$ cat src/rtl/uart_dataport_pkg.sv
package uart_dataport_pkg;
   localparam int BYTE_W  = 8;
   localparam int WORD_W  = 11;
   localparam int FRM_BIT = 8;
   localparam int PAR_BIT = 9;
   localparam int OVR_BIT = 10;

   // One stored receive character: parity flag, framing flag, data byte
   typedef struct packed {
      logic              perr;
      logic              ferr;
      logic [BYTE_W-1:0] data;
   } rx_entry_t;

   localparam int RX_ENTRY_W = $bits(rx_entry_t);
endpackage

$ cat src/rtl/uart_dp_queue.sv
module uart_dp_queue #(
   parameter int WIDTH = 8,
   parameter int DEPTH = 16
) (
   input  logic             clk,
   input  logic             rst_n,
   input  logic             flush,
   input  logic             single,
   input  logic             push,
   input  logic [WIDTH-1:0] din,
   input  logic             pop,
   output logic [WIDTH-1:0] dout,
   output logic             full,
   output logic             empty,
   output logic [$clog2(DEPTH+1)-1:0] count
);
   localparam int PTR_W = $clog2(DEPTH);
   localparam int CNT_W = $clog2(DEPTH+1);
   localparam logic [CNT_W-1:0] CAP_FULL = CNT_W'(DEPTH);
   localparam logic [PTR_W-1:0] PTR_LAST = PTR_W'(DEPTH-1);

   if (DEPTH < 2) begin : g_bad_depth
      $error("uart_dp_queue: DEPTH must be at least 2");
   end
   if (WIDTH < 1) begin : g_bad_width
      $error("uart_dp_queue: WIDTH must be at least 1");
   end

   logic [WIDTH-1:0] mem [DEPTH];
   logic [PTR_W-1:0] wr_ptr, rd_ptr, wr_nxt, rd_nxt;
   logic             wr_ok, rd_ok;

   // Capacity shrinks to one entry when the bypass holding mode is active
   assign full  = single ? (count != '0) : (count == CAP_FULL);
   assign empty = (count == '0);
   assign wr_ok = push && !full && !flush;
   assign rd_ok = pop && !empty && !flush;

   if ((DEPTH & (DEPTH - 1)) == 0) begin : g_wrap_pow2
      assign wr_nxt = wr_ptr + PTR_W'(1);
      assign rd_nxt = rd_ptr + PTR_W'(1);
   end else begin : g_wrap_any
      assign wr_nxt = (wr_ptr == PTR_LAST) ? '0 : wr_ptr + PTR_W'(1);
      assign rd_nxt = (rd_ptr == PTR_LAST) ? '0 : rd_ptr + PTR_W'(1);
   end

   always_ff @(posedge clk) begin
      if (wr_ok) mem[wr_ptr] <= din;
   end

   always_ff @(posedge clk) begin
      if (!rst_n || flush) begin
         wr_ptr <= '0;
         rd_ptr <= '0;
         count  <= '0;
      end else begin
         if (wr_ok) wr_ptr <= wr_nxt;
         if (rd_ok) rd_ptr <= rd_nxt;
         case ({wr_ok, rd_ok})
            2'b10:   count <= count + CNT_W'(1);
            2'b01:   count <= count - CNT_W'(1);
            default: count <= count;
         endcase
      end
   end

   assign dout = empty ? '0 : mem[rd_ptr];

   AST_NO_OVERFLOW: assert property (@(posedge clk) disable iff (!rst_n)
      count <= CAP_FULL);
   AST_FULL_KEEPS: assert property (@(posedge clk) disable iff (!rst_n)
      (full && push && !pop && !flush) |=> $stable(count));
   AST_EMPTY_STAYS: assert property (@(posedge clk) disable iff (!rst_n)
      (empty && !push) |=> empty);
endmodule

$ cat src/rtl/uart_dp_mode.sv
module uart_dp_mode (
   input  logic clk,
   input  logic rst_n,
   input  logic fifo_en,
   output logic flush,
   output logic single
);
   logic mode_q;

   always_ff @(posedge clk) begin
      if (!rst_n) mode_q <= 1'b0;
      else        mode_q <= fifo_en;
   end

   assign flush  = (fifo_en != mode_q);
   assign single = !fifo_en;
endmodule

$ cat src/rtl/uart_dp_overrun.sv
module uart_dp_overrun (
   input  logic clk,
   input  logic rst_n,
   input  logic lost,
   input  logic host_rd,
   output logic ovr
);
   always_ff @(posedge clk) begin
      if (!rst_n)       ovr <= 1'b0;
      else if (lost)    ovr <= 1'b1;
      else if (host_rd) ovr <= 1'b0;
   end

   AST_OVR_SET: assert property (@(posedge clk) disable iff (!rst_n)
      lost |=> ovr);
   AST_OVR_CLR: assert property (@(posedge clk) disable iff (!rst_n)
      (host_rd && !lost) |=> !ovr);
   AST_OVR_STICKY: assert property (@(posedge clk) disable iff (!rst_n)
      (ovr && !host_rd) |=> ovr);
endmodule

$ cat src/rtl/uart_dataport.sv
module uart_dataport
   import uart_dataport_pkg::*;
#(
   parameter int TX_DEPTH = 16,
   parameter int RX_DEPTH = 16
) (
   input  logic              clk,
   input  logic              rst_n,
   input  logic              fifo_en,
   input  logic              wr_en,
   input  logic [BYTE_W-1:0] wr_data,
   input  logic              rd_en,
   output logic [WORD_W-1:0] rd_data,
   output logic              tx_valid,
   output logic [BYTE_W-1:0] tx_data,
   input  logic              tx_ready,
   input  logic              rx_valid,
   input  logic [BYTE_W-1:0] rx_data,
   input  logic              rx_perr,
   input  logic              rx_ferr,
   output logic              tx_full,
   output logic              tx_empty,
   output logic              rx_full,
   output logic              rx_empty
);
   localparam int TX_CNT_W = $clog2(TX_DEPTH+1);
   localparam int RX_CNT_W = $clog2(RX_DEPTH+1);

   logic                flush, single, lost, ovr;
   rx_entry_t           rx_in, rx_head;
   logic [TX_CNT_W-1:0] tx_cnt;
   logic [RX_CNT_W-1:0] rx_cnt;

   uart_dp_mode u_mode (
      .clk(clk), .rst_n(rst_n), .fifo_en(fifo_en),
      .flush(flush), .single(single)
   );

   uart_dp_queue #(.WIDTH(BYTE_W), .DEPTH(TX_DEPTH)) u_txq (
      .clk(clk), .rst_n(rst_n), .flush(flush), .single(single),
      .push(wr_en), .din(wr_data), .pop(tx_ready),
      .dout(tx_data), .full(tx_full), .empty(tx_empty), .count(tx_cnt)
   );

   assign rx_in = '{perr: rx_perr, ferr: rx_ferr, data: rx_data};

   uart_dp_queue #(.WIDTH(RX_ENTRY_W), .DEPTH(RX_DEPTH)) u_rxq (
      .clk(clk), .rst_n(rst_n), .flush(flush), .single(single),
      .push(rx_valid), .din(rx_in), .pop(rd_en),
      .dout(rx_head), .full(rx_full), .empty(rx_empty), .count(rx_cnt)
   );

   // A character is lost when it meets a full receive side (judged pre-read)
   assign lost = rx_valid && rx_full && !flush;

   uart_dp_overrun u_ovr (
      .clk(clk), .rst_n(rst_n), .lost(lost), .host_rd(rd_en), .ovr(ovr)
   );

   assign tx_valid = !tx_empty;
   assign rd_data  = {ovr, rx_head};

   AST_TX_ACCEPT: assert property (@(posedge clk) disable iff (!rst_n)
      (wr_en && !tx_full && !flush) |=> !tx_empty);
   AST_RX_ACCEPT: assert property (@(posedge clk) disable iff (!rst_n)
      (rx_valid && !rx_full && !flush) |=> !rx_empty);
   AST_EMPTY_WORD: assert property (@(posedge clk) disable iff (!rst_n)
      rx_empty |-> (rd_data[PAR_BIT:0] == '0));
   AST_BYPASS_ONE: assert property (@(posedge clk) disable iff (!rst_n)
      (!fifo_en && $past(!fifo_en)) |-> (tx_cnt <= 1 && rx_cnt <= 1));
   AST_FLUSH_EMPTY: assert property (@(posedge clk) disable iff (!rst_n)
      flush |=> (tx_empty && rx_empty));
endmodule

$ cat config.mk
export PLATFORM = sky130hd
export DESIGN_NAME = uart_dataport
export DESIGN_NICKNAME = d
export VERILOG_FILES = /design/src/rtl/uart_dataport_pkg.sv /design/src/rtl/uart_dp_queue.sv /design/src/rtl/uart_dp_mode.sv /design/src/rtl/uart_dp_overrun.sv /design/src/rtl/uart_dataport.sv
export SDC_FILE = /design/constraint.sdc
export NUM_CORES = 1
export LEC_CHECK = 0
export BUFFER_PORTS_ARGS = -buffer_cell sky130_fd_sc_hd__buf_4
export CORE_ASPECT_RATIO = 1.4
export CORE_MARGIN = 2
export CORE_UTILIZATION = 42
export DETAILED_ROUTE_END_ITERATION = 10
export PLACE_DENSITY = 0.56
export SYNTH_ARGS = -nofsm -noshare
export SYNTH_HDL_FRONTEND = slang
export SYNTH_SLANG_ARGS = --single-unit
$ cat constraint.sdc
create_clock -name clk -period 4.1 [get_ports clk]
set_clock_uncertainty 0.05 [all_clocks]
set_input_delay 0.615 -clock clk [delete_from_list [all_inputs] [get_ports clk]]
set_output_delay 0.615 -clock clk [all_outputs]
set_load 0.02 [all_outputs]
---- Yosys cells after proc, flatten, opt, wreduce, memory -nomap -nowiden ----
Memory sizes are Yosys's and may differ from the RTL's. A register that Yosys moved wholly into a read port is not among the register bits.
Cells that the tools add are included.
storage, ports and cells
  memories kept ........................... 2
  logic and storage cells ................. 65
  bits in writable memories ............... 288
  input bits .............................. 25
  output and inout bits ................... 24
  register bits ........................... 28
memory list
  memory     words  width  rd ports  clocked after Yosys merged registers in  write ports  line                 text
  u_rxq.mem  16     10     1         1                                        1            uart_dp_queue.sv:29  logic [WIDTH-1:0] mem [DEPTH];
  u_txq.mem  16     8      1         1                                        1            uart_dp_queue.sv:29
operators by class
  reductions and logical operators ........ 24
  multiplexer cells ....................... 16
  $add $sub $neg .......................... 8
  equal/unequal tests ..................... 7
operator list
  kind                 count
  $pmux 5 s2           2
  $add 4x1->4 const B  4
  $mux 4               4
  $add 5x1->5 const B  2
  $eq 5x5->1 const B   2
  $logic_and 1x1->1    10
  $logic_not 5->1      2
  $mux 10              1
  $reduce_bool 5->1    2
  $sub 5x1->5 const B  2
  $mux 1               8
  $mux 8               1
  $logic_not 1->1      6
  $reduce_bool 2->1    3
  $eq 2x1->1 const B   2
  $eq 2x2->1 const B   2
  $logic_or 1x1->1     1
  $ne 1x1->1           1

---- Depth between registers and ports, before layout ----
Gate-level depths: netlist (run 1).
  depth after elaboration ................. 7
  mapped depth ............................ 15
  depth with buffers taken out ............ 13

---- Cells and area by module ----
A second synthesis (run 1) with hierarchy kept.
unflattened totals
  cell total of the unflattened synthesis .. 689
  area total of the unflattened synthesis .. 13063.8 µm²
by module, submodules not included
  module                 area an instance (µm²)  sequential area each (µm²)  times used  cells an instance
  uart_dp_queue (u_rxq)  7086.8                  5144.9                      1           363
  uart_dp_queue (u_txq)  5875.6                  4184.0                      1           316
  uart_dp_overrun        41.3                    20.0                        1           3
  uart_dp_mode           40.0                    20.0                        1           4
  uart_dataport          20.0                    0.0                         1           3

---- Worst setup path before layout (run 1) ----
Ideal clock, no wire load.
  path type ............................... reg2reg
  from .................................... register u_rxq.count[1]
  to ...................................... register u_rxq.count[2]
  data required time ...................... 3.988 ns
  data arrival time ....................... 3.226 ns
  buffers on the path ..................... 4
  setup slack ............................. 0.761 ns
  cell stages (with the launch flop) ...... 16
  clock period less this slack ............ 3.339 ns
  library setup time ...................... 0.062 ns
  cell sequence ........................... dfxtp_1 > buf_6 > or4_4 > buf_6 > mux2i_1 > and3_1 > buf_2 > inv_1 > ha_1 > clkbuf_1 > xor2_1 > ha_1 > or4b_2 > a21oi_1 > a31oi_1 > nand3_1
between the ends
  cells in the longest elaborated chain, start to end .. 7
  elaborated cells on any way between the ends .. 16
  those cells by class .................... add/sub (2); eq/ne (3); mux (2); reduce/logical (9)
ends and longest elaborated chain
  item                                                    line                 text
  from (decl)                                             uart_dp_queue.sv:15  output logic [$clog2(DEPTH+1)-1:0] count
  from (signal assigned)                                  uart_dp_queue.sv:60  2'b10: count <= count + CNT_W'(1);
  from (signal assigned)                                  uart_dp_queue.sv:61  2'b01: count <= count - CNT_W'(1);
  from (signal assigned)                                  uart_dp_queue.sv:62  default: count <= count;
  $eq 5x5->1 / $reduce_bool 5->1 (equally long branches)  uart_dp_queue.sv:34  assign full = single ? (count != '0) : (count == CAP_FULL);
  $mux 1                                                  uart_dp_queue.sv:34
  $logic_not 1->1                                         uart_dp_queue.sv:36  assign wr_ok = push && !full && !flush;
  $logic_and 1x1->1 (2 in a row)                          uart_dp_queue.sv:36
  $eq 2x1->1 / $eq 2x2->1 (equally long branches)         uart_dp_queue.sv:59  case ({wr_ok, rd_ok})
  $pmux 5 s2 / $reduce_bool 2->1 (equally long branches)  -
Several ways; a longest one is shown, not always the timed one.
A chain may end at the register's enable or synchronous reset.

---- Final worst setup path (run 1) ----
  from .................................... register u_txq.count[0]
  to ...................................... register u_txq.count[4]
between the ends
  cells in the longest elaborated chain, start to end .. 7
  elaborated cells on any way between the ends .. 16
  those cells by class .................... add/sub (2); eq/ne (3); mux (2); reduce/logical (9)
ends and longest elaborated chain
  item                                                    line
  from (decl)                                             uart_dp_queue.sv:15
  from (signal assigned)                                  uart_dp_queue.sv:60
  from (signal assigned)                                  uart_dp_queue.sv:61
  from (signal assigned)                                  uart_dp_queue.sv:62
  $eq 5x5->1 / $reduce_bool 5->1 (equally long branches)  uart_dp_queue.sv:34
  $mux 1                                                  uart_dp_queue.sv:34
  $logic_not 1->1                                         uart_dp_queue.sv:36
  $logic_and 1x1->1 (2 in a row)                          uart_dp_queue.sv:36
  $eq 2x1->1 / $eq 2x2->1 (equally long branches)         uart_dp_queue.sv:59
  $pmux 5 s2 / $reduce_bool 2->1 (equally long branches)  -
Several ways; a longest one is shown, not always the timed one.

==> results of run 1 <==
-- through the flow --
step	util, %	worst slack (ps)
final	48.6	540
after global routing	48.6	252
after CTS	48.6	477
after detailed placement	45.3	570
after global placement	45.3	748
after floorplan	-	761
-- cell families after synthesis --
kind of cell	Yosys count	share of synthesized area, %
flip-flops	324	71.8
AND/OR/NAND/NOR	139	5.50
multiplexers	97	16.1
buffers and inverters	53	1.96
AO/OA/AOI/OAI	37	1.90
XOR/XNOR	20	1.34
adder cells (fa/ha/maj)	15	1.44
-- path summary, 6_finish.rpt --
path                                       end  slack [ps]  cells after the start                          from
hold reg to reg   u_rxq.rd_ptr[3]$_SDFFE_PP0P_         460                      2  u_rxq.rd_ptr[3]$_SDFFE_PP0P_
setup / recovery   u_txq.count[4]$_SDFFE_PP0P_         540                     13   u_txq.count[0]$_SDFFE_PP0P_
hold / removal        u_mode.mode_q$_SDFF_PN0_         240                      2                         rst_n
setup reg to reg   u_txq.count[4]$_SDFFE_PP0P_         540                     13   u_txq.count[0]$_SDFFE_PP0P_
-- power breakdown --
group	switching, mW	leakage, nW	internal [mW]
logic	0.162	1.39	0.110
registers	0.0114	2.89	3.61
clock network	1.16	0.496	1.60
total	1.33	4.78	5.32
-- flip-flops by register name, indices dropped and copies added, names as in the netlist, named ones only --
signal         flops
u_rxq.mem        160
u_txq.mem        128
u_rxq.count        5
u_txq.count        5
u_rxq.rd_ptr       4
u_rxq.wr_ptr       4
u_txq.rd_ptr       4
u_txq.wr_ptr       4
u_mode.mode_q      1
u_ovr.ovr          1
-- cells in the final DEF, fill, tap and decap left out, types with 2 or more instances in the layout --
master	count
sky130_fd_sc_hd__edfxtp_1	288
sky130_fd_sc_hd__mux4_2	90
sky130_fd_sc_hd__buf_4	75
sky130_fd_sc_hd__nor2_1	51
sky130_fd_sc_hd__dfxtp_1	33
sky130_fd_sc_hd__clkbuf_16	32
sky130_fd_sc_hd__nand2_1	17
sky130_fd_sc_hd__ha_1	15
sky130_fd_sc_hd__xor2_1	14
sky130_fd_sc_hd__a21oi_1	13
sky130_fd_sc_hd__inv_1	12
sky130_fd_sc_hd__nor2b_1	11
sky130_fd_sc_hd__nor3_1	10
sky130_fd_sc_hd__clkbuf_8	10
sky130_fd_sc_hd__and2_1	9
sky130_fd_sc_hd__clkbuf_1	8
sky130_fd_sc_hd__nand3_1	7
sky130_fd_sc_hd__xnor2_1	6
sky130_fd_sc_hd__o21ai_0	6
sky130_fd_sc_hd__nand2b_1	6
sky130_fd_sc_hd__mux2i_1	6
sky130_fd_sc_hd__nand4_1	6
sky130_fd_sc_hd__or3_1	4
sky130_fd_sc_hd__clkinv_2	4
sky130_fd_sc_hd__a31oi_1	3
sky130_fd_sc_hd__nor3b_1	3
sky130_fd_sc_hd__dfxtp_2	3
sky130_fd_sc_hd__or4_4	2
sky130_fd_sc_hd__and3_1	2
sky130_fd_sc_hd__a21o_1	2
sky130_fd_sc_hd__nor4b_1	2
sky130_fd_sc_hd__o21a_1	2
sky130_fd_sc_hd__or4b_2	2
-- layout make-up --
| cell class | instances | area, um^2 |
|---|---|---|
| clock buffers | 50 | 968 |
| inverters | 12 | 45.0 |
| fillers | 2537 | 15800 |
| multi-input cells | 308 | 3430 |
| flip-flops and latches | 324 | 9370 |
| well taps | 390 | 488 |
| clock inverters | 6 | 36.3 |
| repair buffers | 76 | 583 |
-- layer usage --
metal	vias up	global-route usage, %	wire (um)
li1	2869	-	-
met1	3349	19.8	10300
met2	127	31.4	14600
met3	23	2.36	979
met4	0	4.50	454
met5	-	0	0
==> load_flow_metrics.sql, run 1 <==
INSERT INTO impl_metrics (metric_group, metric, value, unit) VALUES
('floorplanning', 'core_region_area', '30700', 'um^2'),
('synthesis', 'netlist-cell-type-count', '53', ''),
('hold_path', 'hp-class', 'primary input to register', ''),
('synthesis', 'syn_nets', '725', ''),
('synthesis', 'netlist_top_cells_count', 'sky130_fd_sc_hd__edfxtp_1, sky130_fd_sc_hd__mux4_2, sky130_fd_sc_hd__nor2_1', ''),
('clocking', 'tritoncts.num_buffers', '30', ''),
('critical_path', 'critPathBufInv', '2', ''),
('synthesis', 'synth.top_cells.by_area', 'sky130_fd_sc_hd__edfxtp_1, sky130_fd_sc_hd__mux4_2, sky130_fd_sc_hd__dfxtp_1, sky130_fd_sc_hd__nor2_1, sky130_fd_sc_hd__ha_1', ''),
('sta', 'max-slew-margin-rel', '26.8', '%'),
('routing', 'detail_route.first_pass.iterations', '5', ''),
('floorplanning', 'floorplan.die.height', '213', 'um'),
('clocking', 'h-tree-depth', '1', ''),
('clocking', 'cts.repair_timing.setup_buffer_count', '0', ''),
('floorplanning', 'floorplan.initialDensity', '42.5', '%'),
('placed_design', 'post-dp-hpwl', '17800', 'um'),
('run_status', 'outcome', 'finished, final reports clean', ''),
('synthesis', 'yosysWarnings', '0', ''),
('routing', 'routed_wire_length_per_instance', '22.6', 'um'),
('clocking', 'insertion_delay', '560', 'ps'),
('global_route', 'maximum_number_of_pins_on_one_net_before_global_route_repair', '41', ''),
('floorplanning', 'die_area', '32500', 'um^2'),
('clocking', 'cts_hold_buffers', '0', ''),
('synthesis', 'synth_top_cell_by_area', 'sky130_fd_sc_hd__edfxtp_1', ''),
('layout', 'nNetsFinal', '792', ''),
('sta', 'rsz_0062_raised_after_global_routing', 'false', ''),
('layout', 'stdcell_count', '1166', ''),
('critical_path', 'worst-setup-path-type', 'register to register', ''),
('critical_path', 'worst_ep_required_time', '4440', 'ps'),
('global_route', 'antenna_violations_before_repair', '0', ''),
('synthesis', 'number_of_enable_type_register_cells_in_the_synthesized_netlist', '288', ''),
('layout', 'final_area', '14900', 'um^2'),
('synthesis', 'synthesized_area_per_cell', '19.1', 'um^2'),
('placed_design', 'routabilityCongestion', '0.743', ''),
('clocking', 'clock_tree.buffer_depth', '3', ''),
('clocking', 'clock-root-buffer', 'sky130_fd_sc_hd__clkbuf_16', ''),
('placed_design', 'place.port_buffers', '48', ''),
('critical_path', 'worstPathMaxFanout', '7', ''),
('routing', 'drc_errors', '0', ''),
('sta', 'final-hold-violation-count', '0', ''),
('synthesis', 'post_synth_inst_count', '685', ''),
('power_and_ir_drop', 'vdd_ir_drop_max', '0.347', 'mV'),
('critical_path', 'cp_cell_sequence', 'or4_4 -> mux2i_2 -> inv_1 -> nor3_2 -> inv_1 -> ha_1 -> xor2_1 -> ha_1 -> a21oi_1 -> o22ai_1 -> a222oi_1 -> or3_1 -> a21oi_1', ''),
('routing', 'vias_per_cell', '5.46', ''),
('sta', 'timing_max_transition_violations_final', '0', ''),
('sta', 'tns', '0', 'ps'),
('clocking', 'cts_tree', 'done', ''),
('placed_design', 'placed_cells', '1110', ''),
('global_route', 'globalRouteOverflowTotal', '0', ''),
('floorplanning', 'num_rows', '76', ''),
('synthesis', 'postSynth.asyncResetShare', '0', '%'),
('layout', 'antenna-diode-count', '0', ''),
('global_route', 'grt_pass1_vias', '6906', ''),
('critical_path', 'critical_path.slowest_cell', 'sky130_fd_sc_hd__or4_4', ''),
('synthesis', 'yosysSeqAreaShare', '71.8', '%'),
('sta', 'max_freq', '281', 'MHz'),
('power_and_ir_drop', 'post-layout-total-power', '6.65', 'mW'),
('sta', 'pin_slew_with_the_least_headroom_to_its_limit', '1100', 'ps'),
('routing', 'drt_antenna_net_count', '0', ''),
('critical_path', 'endpoint_kind_of_the_worst_setup_timing_path', 'register', ''),
('routing', 'route.vias.total', '6368', ''),
('clocking', 'post_cts_resize_count', '0', ''),
('placed_design', 'placed_cell_area', '13900', 'um^2'),
('critical_path', 'crit_path_max_incr_delay', '580', 'ps'),
('power_and_ir_drop', 'p_leak', '4.78', 'nW'),
('floorplanning', 'ioPinCount', '49', ''),
('synthesis', 'synth.most_common_cell', 'sky130_fd_sc_hd__edfxtp_1', ''),
('sta', 'time_the_final_worst_path_needs_with_i_o_delays_and_setup', '3560', 'ps'),
('sta', 'worst_hold_slack', '241', 'ps'),
('routing', 'detail_route.wirelength', '26300', 'um'),
('sta', 'layout_worst_path_cycle_share', '86.8', '%'),
('synthesis', 'post_synth_instance_area', '13100', 'um^2');
Note: power is estimated with default switching activity, not from simulation.
==> inputs of run 2 (changes only) <==
- CORE_UTILIZATION: 42 -> 38
- CTS_BUF_LIST: default -> sky130_fd_sc_hd__clkbuf_4
- PLACE_DENSITY: 0.56 -> 0.51
==> load_flow_metrics.sql, run 2 (synthesis gave the netlist of run 1 again) <==
INSERT INTO impl_metrics (metric_group, metric, value, unit) VALUES
('layout', 'stdcell_count', '1312', ''),
('routing', 'detail_route.wirelength', '27600', 'um'),
('clocking', 'insertion_delay', '720', 'ps'),
('clocking', 'cts.repair_timing.setup_buffer_count', '0', ''),
('global_route', 'maximum_number_of_pins_on_one_net_before_global_route_repair', '41', ''),
('sta', 'time_the_final_worst_path_needs_with_i_o_delays_and_setup', '3720', 'ps'),
('layout', 'layout.cells.most_common_list', 'sky130_fd_sc_hd__edfxtp_1, sky130_fd_sc_hd__clkbuf_4, sky130_fd_sc_hd__mux4_2', ''),
('critical_path', 'worstPathMaxFanout', '32', ''),
('clocking', 'h-tree-depth', '3', ''),
('layout', 'area.growth.synth_to_final', '14.8', '%'),
('placed_design', 'place.port_buffers', '48', ''),
('sta', 'layout_worst_path_cycle_share', '90.8', '%'),
('hold_path', 'hp-class', 'primary input to register', ''),
('clocking', 'clkSlewWorstSetupHoldPaths', '60', 'ps'),
('global_route', 'antenna_violations_before_repair', '2', ''),
('sta', 'max_freq', '269', 'MHz'),
('critical_path', 'worst-setup-path-type', 'register to output port', ''),
('placed_design', 'post-dp-hpwl', '18300', 'um'),
('layout', 'final_layout_size_suffix_gt1_share', '35.5', '%'),
('floorplanning', 'floorplan.initialDensity', '38.5', '%'),
('critical_path', 'worst_ep_required_time', '3430', 'ps'),
('power_and_ir_drop', 'p_per_area', '435', 'nW/um^2'),
('critical_path', 'critPathLaunchType', 'register', ''),
('layout', 'biggestRegsByFlops', 'u_rxq.mem (160), u_txq.mem (128)', ''),
('routing', 'vias_per_cell', '5.12', ''),
('routing', 'routed_wire_length_per_instance', '21.1', 'um'),
('sta', 'worst_hold_slack', '112', 'ps'),
('clocking', 'cts_num_sinks', '324', ''),
('clocking', 'clock_tree.buffer_depth', '3', ''),
('floorplanning', 'num_rows', '80', ''),
('routing', 'drt-initial-drc-count', '483', ''),
('global_route', 'grtUsageTotal', '16.0', '%'),
('placed_design', 'routabilityCongestion', '0.717', ''),
('routing', 'drt_antenna_net_count', '0', ''),
('power_and_ir_drop', 'vdd_ir_drop_max', '0.232', 'mV'),
('run_status', 'outcome', 'finished, final reports clean', ''),
('power_and_ir_drop', 'p_leak', '4.87', 'nW'),
('floorplanning', 'chipWidth', '161', 'um'),
('sta', 'pin_slew_with_the_least_headroom_to_its_limit', '1080', 'ps'),
('sta', 'setup_viol', '0', ''),
('sta', 'timing_max_transition_violations_final', '0', ''),
('placed_design', 'placed_cells', '1169', ''),
('floorplanning', 'ioPinCount', '49', ''),
('routing', 'detail_route.first_pass.iterations', '7', ''),
('clocking', 'post_cts_resize_count', '0', ''),
('clocking', 'clock-root-buffer', 'sky130_fd_sc_hd__clkbuf_4', ''),
('hold_path', 'min-delay-start', 'rst_n', ''),
('layout', 'largest_register_ff_count', '160', ''),
('run', 'max_cap_viols', '0', ''),
('routing', 'route.vias.total', '6720', ''),
('routing', 'drc_errors', '0', ''),
('sta', 'final-hold-violation-count', '0', ''),
('floorplanning', 'die_area', '35900', 'um^2'),
('layout', 'layout_commonest_cell', 'sky130_fd_sc_hd__edfxtp_1', ''),
('critical_path', 'critical_path_arrival', '3060', 'ps'),
('global_route', 'globalRouteOverflowTotal', '0', ''),
('layout', 'nNetsFinal', '840', ''),
('clocking', 'cts_tree', 'done', ''),
('sta', 'tns', '0', 'ps'),
('critical_path', 'endpoint_kind_of_the_worst_setup_timing_path', 'output port', ''),
('critical_path', 'critical_path.reg2reg.startpoint', 'u_txq.count[0]$_SDFFE_PP0P_', ''),
('layout', 'num-fill-cells', '2956', ''),
('global_route', 'grt_pass1_vias', '7315', ''),
('layout', 'final_util', '44.2', '%'),
('clocking', 'cts_hold_buffers', '0', ''),
('floorplanning', 'core_region_area', '33900', 'um^2'),
('floorplanning', 'floorplan.die.height', '223', 'um'),
('sta', 'max-slew-margin-rel', '27.9', '%'),
('sta', 'rsz_0062_raised_after_global_routing', 'false', ''),
('global_route', 'first_pass_grt_wire_length', '42500', 'um'),
('clocking', 'tritoncts.num_buffers', '80', ''),
('layout', 'registers.top_by_ff_count', 'u_rxq.mem', '');
==> run 2: worst paths after layout <==
path	end	slack, ps	cells after the start
max reg2reg	u_txq.count[4]$_SDFFE_PP0P_	480	13
min reg2reg	u_rxq.rd_ptr[3]$_SDFFE_PP0P_	470	2
min	u_mode.mode_q$_SDFF_PN0_	110	2
max	tx_data[4]	380	5
==> run 2: per-layer routing <==
| metal | track usage [%] | share of wire (%) | vias to the layer above |
|---|---|---|---|
| li1 | - | - | 3018 |
| met1 | 16.7 | 37 | 3460 |
| met2 | 30.4 | 57 | 195 |
| met3 | 4.29 | 4.6 | 47 |
| met4 | 6.10 | 2.0 | 0 |
| met5 | 0 | 0 | - |
==> run 2: stage by stage <==
| stage | setup slack (ps) | power, mW | instance area (um^2) |
|---|---|---|---|
| global route | 150 | 6.83 | 15000 |
| global placement | 771 | 3.96 | 14000 |
| finish | 378 | 6.52 | 15000 |
| detailed placement | 571 | 3.97 | 14000 |
| CTS | 222 | 6.64 | 15000 |
| floorplan | 761 | 3.85 | 13100 |
==> run 2: area by class of cell <==
type | instances | area, um^2 | area share (%)
Inverter | 12 | 45.0 | 0.300
Timing Repair Buffer | 74 | 568 | 3.79
Antenna cell | 3 | 7.51 | 0.0501
Tap cell | 451 | 564 | 3.76
Clock buffer | 117 | 878 | 5.86
Clock inverter | 23 | 125 | 0.835
Multi-Input combinational cell | 308 | 3430 | 22.9
Sequential cell | 324 | 9370 | 62.5
==> run 2: where the power goes <==
part	internal, mW	switching (mW)
sequential	3.61	0.0102
combinational	0.110	0.166
clock	1.37	1.25
==> run 2: worst max-delay path, stage by stage (launching register included) <==
cell and delay, ps:
sky130_fd_sc_hd__dfxtp_2 310, sky130_fd_sc_hd__buf_4 510, sky130_fd_sc_hd__mux4_2 620, sky130_fd_sc_hd__mux4_2 510, sky130_fd_sc_hd__and2_1 180, sky130_fd_sc_hd__buf_4 150
